**config.mk**
```make
export PLATFORM = sky130hd
export DESIGN_NAME = sar_serial_reader
export DESIGN_NICKNAME = d
export VERILOG_FILES = /design/src/rtl/sar_rd_pkg.sv /design/src/rtl/sar_rd_ctrl.sv /design/src/rtl/sar_rd_capture.sv /design/src/rtl/sar_serial_reader.sv
export SDC_FILE = /design/constraint.sdc
export NUM_CORES = 1
export LEC_CHECK = 0
export ABC_AREA = 1
export BUFFER_PORTS_ARGS = -buffer_cell sky130_fd_sc_hd__buf_2
export CORE_MARGIN = 8
export CORE_UTILIZATION = 45
export DETAILED_ROUTE_END_ITERATION = 8
export PLACE_DENSITY = 0.61
export SYNTH_ARGS = -nofsm -noshare
export SYNTH_HDL_FRONTEND = slang
export SYNTH_HIERARCHICAL = 1
export SYNTH_SLANG_ARGS = --single-unit
export TNS_END_PERCENT = 10
```
**constraint.sdc**
```tcl
create_clock -name clk -period 1.64 [get_ports clk]
set_input_delay 0.082 -clock clk [delete_from_list [all_inputs] [get_ports clk]]
set_output_delay 0.082 -clock clk [all_outputs]
set_load 0.005 [all_outputs]
```
**src/rtl/sar_rd_pkg.sv**
```systemverilog
// Shared types and helpers for the serial converter read controller.
package sar_rd_pkg;

    // Phases of the controller, from power-up to ready.
    typedef enum logic [2:0] {
        ST_PWR   = 3'd0,
        ST_SETUP = 3'd1,
        ST_LOW   = 3'd2,
        ST_HIGH  = 3'd3,
        ST_GAP   = 3'd4,
        ST_READY = 3'd5
    } rd_state_t;

    // Largest of three cycle counts, used to size the shared timer.
    function automatic int max3(input int a, input int b, input int c);
        int m;
        m = (a > b) ? a : b;
        return (m > c) ? m : c;
    endfunction

endpackage

```
**src/rtl/sar_rd_ctrl.sv**
```systemverilog
// Frame sequencer: owns cs_n, sclk, the power-up wait, the dummy frame,
// the acquisition interval and the pending start request.
// Assumes DIV_HALF, PWRUP_CYC and ACQ_CYC are all at least 1 and that
// LEN_W is wide enough to hold FULL_CLKS.
module sar_rd_ctrl
    import sar_rd_pkg::*;
#(
    parameter int DIV_HALF  = 4,
    parameter int PWRUP_CYC = 312500,
    parameter int ACQ_CYC   = 25,
    parameter int FULL_CLKS = 16,
    parameter int LEN_W     = 5
) (
    input  logic             clk,
    input  logic             rst_n,
    input  logic             start_i,
    input  logic [LEN_W-1:0] frame_len_i,
    output logic             cs_n_o,
    output logic             sclk_o,
    output logic             busy_o,
    output logic             begin_o,
    output logic             sample_o,
    output logic [LEN_W-1:0] idx_o,
    output logic             finish_o
);

    localparam int TMAX = max3(DIV_HALF, PWRUP_CYC, ACQ_CYC);
    localparam int TW   = $clog2(TMAX + 1);

    rd_state_t        state;
    logic [TW-1:0]    tmr;
    logic [LEN_W-1:0] clk_no;
    logic [LEN_W-1:0] len_q;
    logic             dummy_q;
    logic             pend_q;
    logic             cs_q;
    logic             sclk_q;
    logic             tmr_last;
    logic             go;
    logic             frame_end;

    // Timer end condition depends on which interval the current phase measures.
    always_comb begin
        unique case (state)
            ST_PWR:  tmr_last = (tmr == TW'(PWRUP_CYC - 1));
            ST_GAP:  tmr_last = (tmr == TW'(ACQ_CYC - 1));
            default: tmr_last = (tmr == TW'(DIV_HALF - 1));
        endcase
    end

    // Frame begin, frame end and sampling strobes.
    always_comb begin
        go        = ((state == ST_READY) && start_i) ||
                    ((state == ST_GAP) && tmr_last && (start_i || pend_q));
        frame_end = (state == ST_HIGH) && tmr_last && (clk_no == len_q);
        begin_o   = go || ((state == ST_PWR) && tmr_last);
        sample_o  = (state == ST_LOW) && tmr_last;
        finish_o  = frame_end && !dummy_q;
    end

    // Phase sequencing, serial clock generation and request bookkeeping.
    always_ff @(posedge clk) begin
        if (!rst_n) begin
            state   <= ST_PWR;
            tmr     <= '0;
            clk_no  <= '0;
            len_q   <= LEN_W'(FULL_CLKS);
            dummy_q <= 1'b1;
            pend_q  <= 1'b0;
            cs_q    <= 1'b1;
            sclk_q  <= 1'b1;
        end else begin
            pend_q <= go ? 1'b0 : (pend_q | start_i);
            tmr    <= tmr + TW'(1);
            unique case (state)
                ST_PWR: if (tmr_last) begin
                    state   <= ST_SETUP;
                    tmr     <= '0;
                    cs_q    <= 1'b0;
                    dummy_q <= 1'b1;
                    len_q   <= LEN_W'(FULL_CLKS);
                end
                ST_SETUP: if (tmr_last) begin
                    state  <= ST_LOW;
                    tmr    <= '0;
                    sclk_q <= 1'b0;
                    clk_no <= LEN_W'(1);
                end
                ST_LOW: if (tmr_last) begin
                    state  <= ST_HIGH;
                    tmr    <= '0;
                    sclk_q <= 1'b1;
                end
                ST_HIGH: if (tmr_last) begin
                    tmr <= '0;
                    if (frame_end) begin
                        state <= ST_GAP;
                        cs_q  <= 1'b1;
                    end else begin
                        state  <= ST_LOW;
                        sclk_q <= 1'b0;
                        clk_no <= clk_no + LEN_W'(1);
                    end
                end
                ST_GAP: if (tmr_last) begin
                    state <= ST_READY;
                end
                ST_READY: tmr <= '0;
                default: state <= ST_PWR;
            endcase
            if (go) begin
                state   <= ST_SETUP;
                tmr     <= '0;
                cs_q    <= 1'b0;
                dummy_q <= 1'b0;
                len_q   <= (frame_len_i == '0) ? LEN_W'(FULL_CLKS) : frame_len_i;
            end
        end
    end

    assign cs_n_o = cs_q;
    assign sclk_o = sclk_q;
    assign busy_o = (state != ST_READY);
    assign idx_o  = clk_no;


    sclk_quiet_chk: assert property (@(posedge clk) disable iff (!rst_n)
        !$stable(sclk_q) |-> (!cs_q && !$past(cs_q)));


    ready_idle_chk: assert property (@(posedge clk) disable iff (!rst_n)
        (state == ST_READY) |-> (cs_q && sclk_q));

endmodule

```
**src/rtl/sar_rd_capture.sv**
```systemverilog
// Result assembly: shifts in data bits inside the result window, counts
// them, and registers the right-aligned word when a frame completes.
// Assumes sdata_i is stable for the half-period before each sample strobe.
module sar_rd_capture #(
    parameter int RES_BITS  = 12,
    parameter int LEAD_CLKS = 4,
    parameter int LEN_W     = 5
) (
    input  logic                         clk,
    input  logic                         rst_n,
    input  logic                         begin_i,
    input  logic                         sample_i,
    input  logic [LEN_W-1:0]             idx_i,
    input  logic                         sdata_i,
    input  logic                         finish_i,
    output logic                         valid_o,
    output logic [RES_BITS-1:0]          data_o,
    output logic [$clog2(RES_BITS+1)-1:0] bits_o
);

    localparam int RW = $clog2(RES_BITS + 1);

    logic [RES_BITS-1:0] sh_q;
    logic [RW-1:0]       cnt_q;
    logic                in_window;

    // A clock carries a result bit only between the lead-in and the last bit.
    assign in_window = (int'(idx_i) > LEAD_CLKS) &&
                       (int'(idx_i) <= LEAD_CLKS + RES_BITS);

    // Shift register and bit count for the frame in progress.
    always_ff @(posedge clk) begin
        if (!rst_n) begin
            sh_q  <= '0;
            cnt_q <= '0;
        end else if (begin_i) begin
            sh_q  <= '0;
            cnt_q <= '0;
        end else if (sample_i && in_window) begin
            sh_q  <= {sh_q[RES_BITS-2:0], sdata_i};
            cnt_q <= cnt_q + RW'(1);
        end
    end

    // Output registers, loaded only by a completed reported frame.
    always_ff @(posedge clk) begin
        if (!rst_n) begin
            valid_o <= 1'b0;
            data_o  <= '0;
            bits_o  <= '0;
        end else begin
            valid_o <= finish_i;
            if (finish_i) begin
                data_o <= sh_q;
                bits_o <= cnt_q;
            end
        end
    end


    bits_range_chk: assert property (@(posedge clk) disable iff (!rst_n)
        (int'(bits_o) <= RES_BITS));


    zero_fill_chk: assert property (@(posedge clk) disable iff (!rst_n)
        valid_o |-> ((int'(bits_o) == RES_BITS) ||
                     ((data_o >> bits_o) == '0)));

endmodule

```
**src/rtl/sar_serial_reader.sv**
```systemverilog
// Top of the serial converter read controller: joins the frame sequencer
// and the result assembly. Times are in system clock cycles; defaults
// suit a 125 MHz system clock (about 15.6 MHz serial clock, 200 ns
// acquisition, 2.5 ms power-up). Assumes PWRUP_CYC >= ACQ_CYC.
module sar_serial_reader #(
    parameter int DIV_HALF  = 4,
    parameter int PWRUP_CYC = 312500,
    parameter int ACQ_CYC   = 25,
    parameter int RES_BITS  = 12,
    parameter int LEAD_CLKS = 4,
    parameter int LEN_W     = 5
) (
    input  logic                          clk,
    input  logic                          rst_n,
    input  logic                          start,
    input  logic [LEN_W-1:0]              frame_len,
    input  logic                          sdata,
    output logic                          cs_n,
    output logic                          sclk,
    output logic                          busy,
    output logic                          result_valid,
    output logic [RES_BITS-1:0]           result_data,
    output logic [$clog2(RES_BITS+1)-1:0] result_bits
);

    localparam int FULL_CLKS = LEAD_CLKS + RES_BITS;

    logic             frm_begin;
    logic             frm_sample;
    logic [LEN_W-1:0] frm_idx;
    logic             frm_finish;

    sar_rd_ctrl #(
        .DIV_HALF  (DIV_HALF),
        .PWRUP_CYC (PWRUP_CYC),
        .ACQ_CYC   (ACQ_CYC),
        .FULL_CLKS (FULL_CLKS),
        .LEN_W     (LEN_W)
    ) u_ctrl (
        .clk         (clk),
        .rst_n       (rst_n),
        .start_i     (start),
        .frame_len_i (frame_len),
        .cs_n_o      (cs_n),
        .sclk_o      (sclk),
        .busy_o      (busy),
        .begin_o     (frm_begin),
        .sample_o    (frm_sample),
        .idx_o       (frm_idx),
        .finish_o    (frm_finish)
    );

    sar_rd_capture #(
        .RES_BITS  (RES_BITS),
        .LEAD_CLKS (LEAD_CLKS),
        .LEN_W     (LEN_W)
    ) u_cap (
        .clk      (clk),
        .rst_n    (rst_n),
        .begin_i  (frm_begin),
        .sample_i (frm_sample),
        .idx_i    (frm_idx),
        .sdata_i  (sdata),
        .finish_i (frm_finish),
        .valid_o  (result_valid),
        .data_o   (result_data),
        .bits_o   (result_bits)
    );

    // Length of the current run of cs_n high, saturating; feeds the gap check.
    logic [31:0] hi_run;
    always_ff @(posedge clk) begin
        if (!rst_n)
            hi_run <= '0;
        else if (!cs_n)
            hi_run <= '0;
        else if (hi_run != '1)
            hi_run <= hi_run + 32'd1;
    end


    valid_cs_rise_chk: assert property (@(posedge clk) disable iff (!rst_n)
        result_valid |-> (cs_n && !$past(cs_n)));


    acq_gap_chk: assert property (@(posedge clk) disable iff (!rst_n)
        $fell(cs_n) |-> (hi_run >= 32'(ACQ_CYC)));

endmodule

```
==> flow_summary.toml <==
[synthesis]
synth.area.top_cells = "dfxtp_1 42%, nand2_1 12%, nor2_1 8.9%"
ys_warn_count = 6
syn-num-nets = 482
netlist_area_mm2 = 0.00332
yosysSeqAreaShare_pct = 41.7
synth_most_common_cell = "nand2_1"
synthCells = 470
avgSynthCellArea_um2 = 7.05
synth_seq_cells = 69
ys_types = 32
yosysTopAreaCellShare_pct = 41.7
ys.flop_type = "dfxtp_1"
synth_area_leader_cell = "dfxtp_1"
synth_edf_count = 0
ys_top_cells_by_count = "103 x nand2_1, 79 x nor2_1, 69 x dfxtp_1"
synth-async-reset-ratio_pct = 0

[placement]
dp_slack_ps = -250
portBuffers = 28
place_hpwl_um = 5960
place_congestion = 0.918

[setup_path]
cp_cell_sequence = "nor2_4 -> nand2_2 -> nand2_2 -> nand3_2 -> nor2_4 -> buf_6 -> nand2_8 -> nor2_4 -> buf_12 -> buf_8 -> nand4_1 -> a21oi_2"
arrival_ps = 2070
max_stage_delay_ps = 380
r2r-start = "u_ctrl/state[1]$_SDFFE_PP0P_"
cp.buffers_inverters = 3
critical_path_required_ps = 1920
crit_top_cell = "nor2_4"
critPathTopFamily = "simple AND/OR/NAND/NOR gates"
worstSetupEndpointType = "register"
startpoint = "u_ctrl/state[1]$_SDFFE_PP0P_"
cp_slowest_cell = "dfxtp_4"
crit_path_max_fanout = 8
worst-setup-path-type = "reg -> reg"
worstSetupStartpointType = "register"

[power]
irDropWorstVdd_v = 0.000394
p_per_area_mw_per_mm2 = 736
p_leak_nw = 1.95

[route]
num_vias = 3372
ant_nets = 0
initialDrtViolationCount = 121
viasPerCell = 4.97
drt-total-wl_um = 8700
drc = 0
drtPass1Iterations = 6
wire_per_inst_um = 12.8

[die]
die_height_um = 102
die_x_um = 102
die_area_mm2 = 0.0104
row_count = 31
initial_utilization_pct = 46.0
core_area_mm2 = 0.00721
io_pins = 29

[global_route]
grt_max_degree = 25
grt_pass1_vias = 3164
grt_pass1_wl_um = 14300
grt_usage_pct = 17.2
overflow = 0
antenna_found_initial = 0

[status]
violations = "negative setup slack"
status = "complete, but fails checks"

[sta]
finalSetupViolCount = 51
whs_ps = 166
clock_skew_ps = 12.0
final-hold-violation-count = 0
fin_ws_ps = -149
worstMarginPinSlew_ps = 369
grt_setup_unrepaired = "yes"
max_freq_ghz = 0.559
period_minus_slack_ps = 1790
period_share_pct = 109
slew_headroom_pct = 75.2
final_max_slew_viol_count = 0

[hold_path]
hold_start = "rst_n"
hold_path.class = "in -> reg"

[clock_tree]
clk_latency_ps = 350
htree_num_levels = 3
cts_buffers = 9
cts_sinks = 69
clock_path_buffers = 2
cts_tree = "done"
clkTransAtPathRegs_ps = 70
cts.root.buffer_cell = "clkbuf_8"

[final_layout]
area_growth_pct = 37.2
antenna_cells = 0
fillers = 659
nNetsFinal = 587
drive_gt1_share_pct = 31.4

[job]
cap_violations = 0
-- layout make-up --
type	instances	area, um^2	area share [%]
multi-input combinational	339	1870	41.1
sequential	69	1400	30.7
clock buffer	11	153	3.35
inverter	54	205	4.51
clock inverter	5	33.8	0.742
timing repair buffer	102	768	16.9
tap	99	124	2.72
-- through the flow --
step / utilization, % / setup TNS, ps / cell area [um^2] / instances / total power [W]
2_1_floorplan: - / 0 / 3350 / 470 / 0.00192
3_3_place_gp: 55.3 / -8880 / 3990 / 646 / 0.00203
3_5_place_dp: 55.3 / -9970 / 3990 / 646 / 0.00203
4_1_cts: 61.3 / -4830 / 4430 / 678 / 0.00336
5_1_grt: 63.1 / -9810 / 4550 / 679 / 0.00349
6_report: 63.1 / -2910 / 4550 / 679 / 0.00335
-- worst min-delay path: cells and delay by family --
family                 cells  cell delay, ps
AO/OA/AOI/OAI              1              60
buffers and inverters      2             320
-- power breakdown --
group	total [W]	switching, W	internal, W
Combinational	0.000338	0.000189	0.000148
Clock	0.00130	0.000658	0.000638
Sequential	0.00171	0.0000199	0.00169
Total	0.00335	0.000867	0.00248
-- path summary, 6_finish.rpt --
| kind | endpoint | slack [ps] | cells past startpoint |
|---|---|---|---|
| hold reg to reg | u_ctrl/len_q[3]$_SDFFE_PN0P_ | 460 | 2 |
| hold / removal | u_ctrl/idx_o[3]$_SDFFE_PN0P_ | 170 | 3 |
| setup reg to reg | u_cap/cnt_q[2]$_SDFFE_PP0P_ | -150 | 12 |
| setup / recovery | u_cap/cnt_q[2]$_SDFFE_PP0P_ | -150 | 12 |
-- what timing repair did --
action	4_1_cts	5_1_grt
hold endpoints to repair	7	0
pin swaps	26	11
hold buffers	7	0
endpoints found under the setup margin	69	69
buffers inserted	7	4
cloned	2	1
resized for setup	23	30
-- registers in the layout, indices dropped and copies added, names as in the netlist, 3 cells and up --
signal        flops
u_cap/bits_o      4
u_cap/cnt_q       4
u_cap/data_o     12
u_cap/sh_q       12
u_ctrl/idx_o      5
u_ctrl/len_q      5
u_ctrl/state      3
u_ctrl/tmr       19
-- placed cells by master, fill, tap and decap left out, drive strengths merged, types with 7 or more instances in the layout --
cell type / synthesis / final
a21oi: 30 / 30
buf: 11 / 95
clkbuf: 0 / 11
dfxtp: 69 / 69
dlygate4sd3: 0 / 7
inv: 53 / 53
nand2: 111 / 111
nand3: 33 / 36
nand4: 16 / 16
nor2: 82 / 82
nor3: 13 / 13
o21ai: 27 / 27
xor2: 10 / 10
-- routing by layer --
| metal | vias to the layer above | GRT usage [%] | routed length, um |
|---|---|---|---|
| met4 | 0 | 7.00 | 146 |
| met5 | - | 0 | 0 |
| met1 | 1553 | 20.0 | 3880 |
| met3 | 14 | 3.61 | 386 |
| met2 | 65 | 30.0 | 4290 |
| li1 | 1740 | - | - |
-- logic make-up (layout without fill, tap and decap cells) --
logic type                 count (synthesis)  in the layout  share of synthesized area [%]
AOI/OAI and AO/OA                         59             59                           10.3
adders and majority gates                  3              3                           1.13
DFF                                       69             69                           41.7
and+or+nand+nor                          261            264                           34.9
xor gates and xnor gates                  13             13                           3.43
buffers and inverters                     65            172                           8.57
Note: power is estimated with default switching activity, not from simulation.
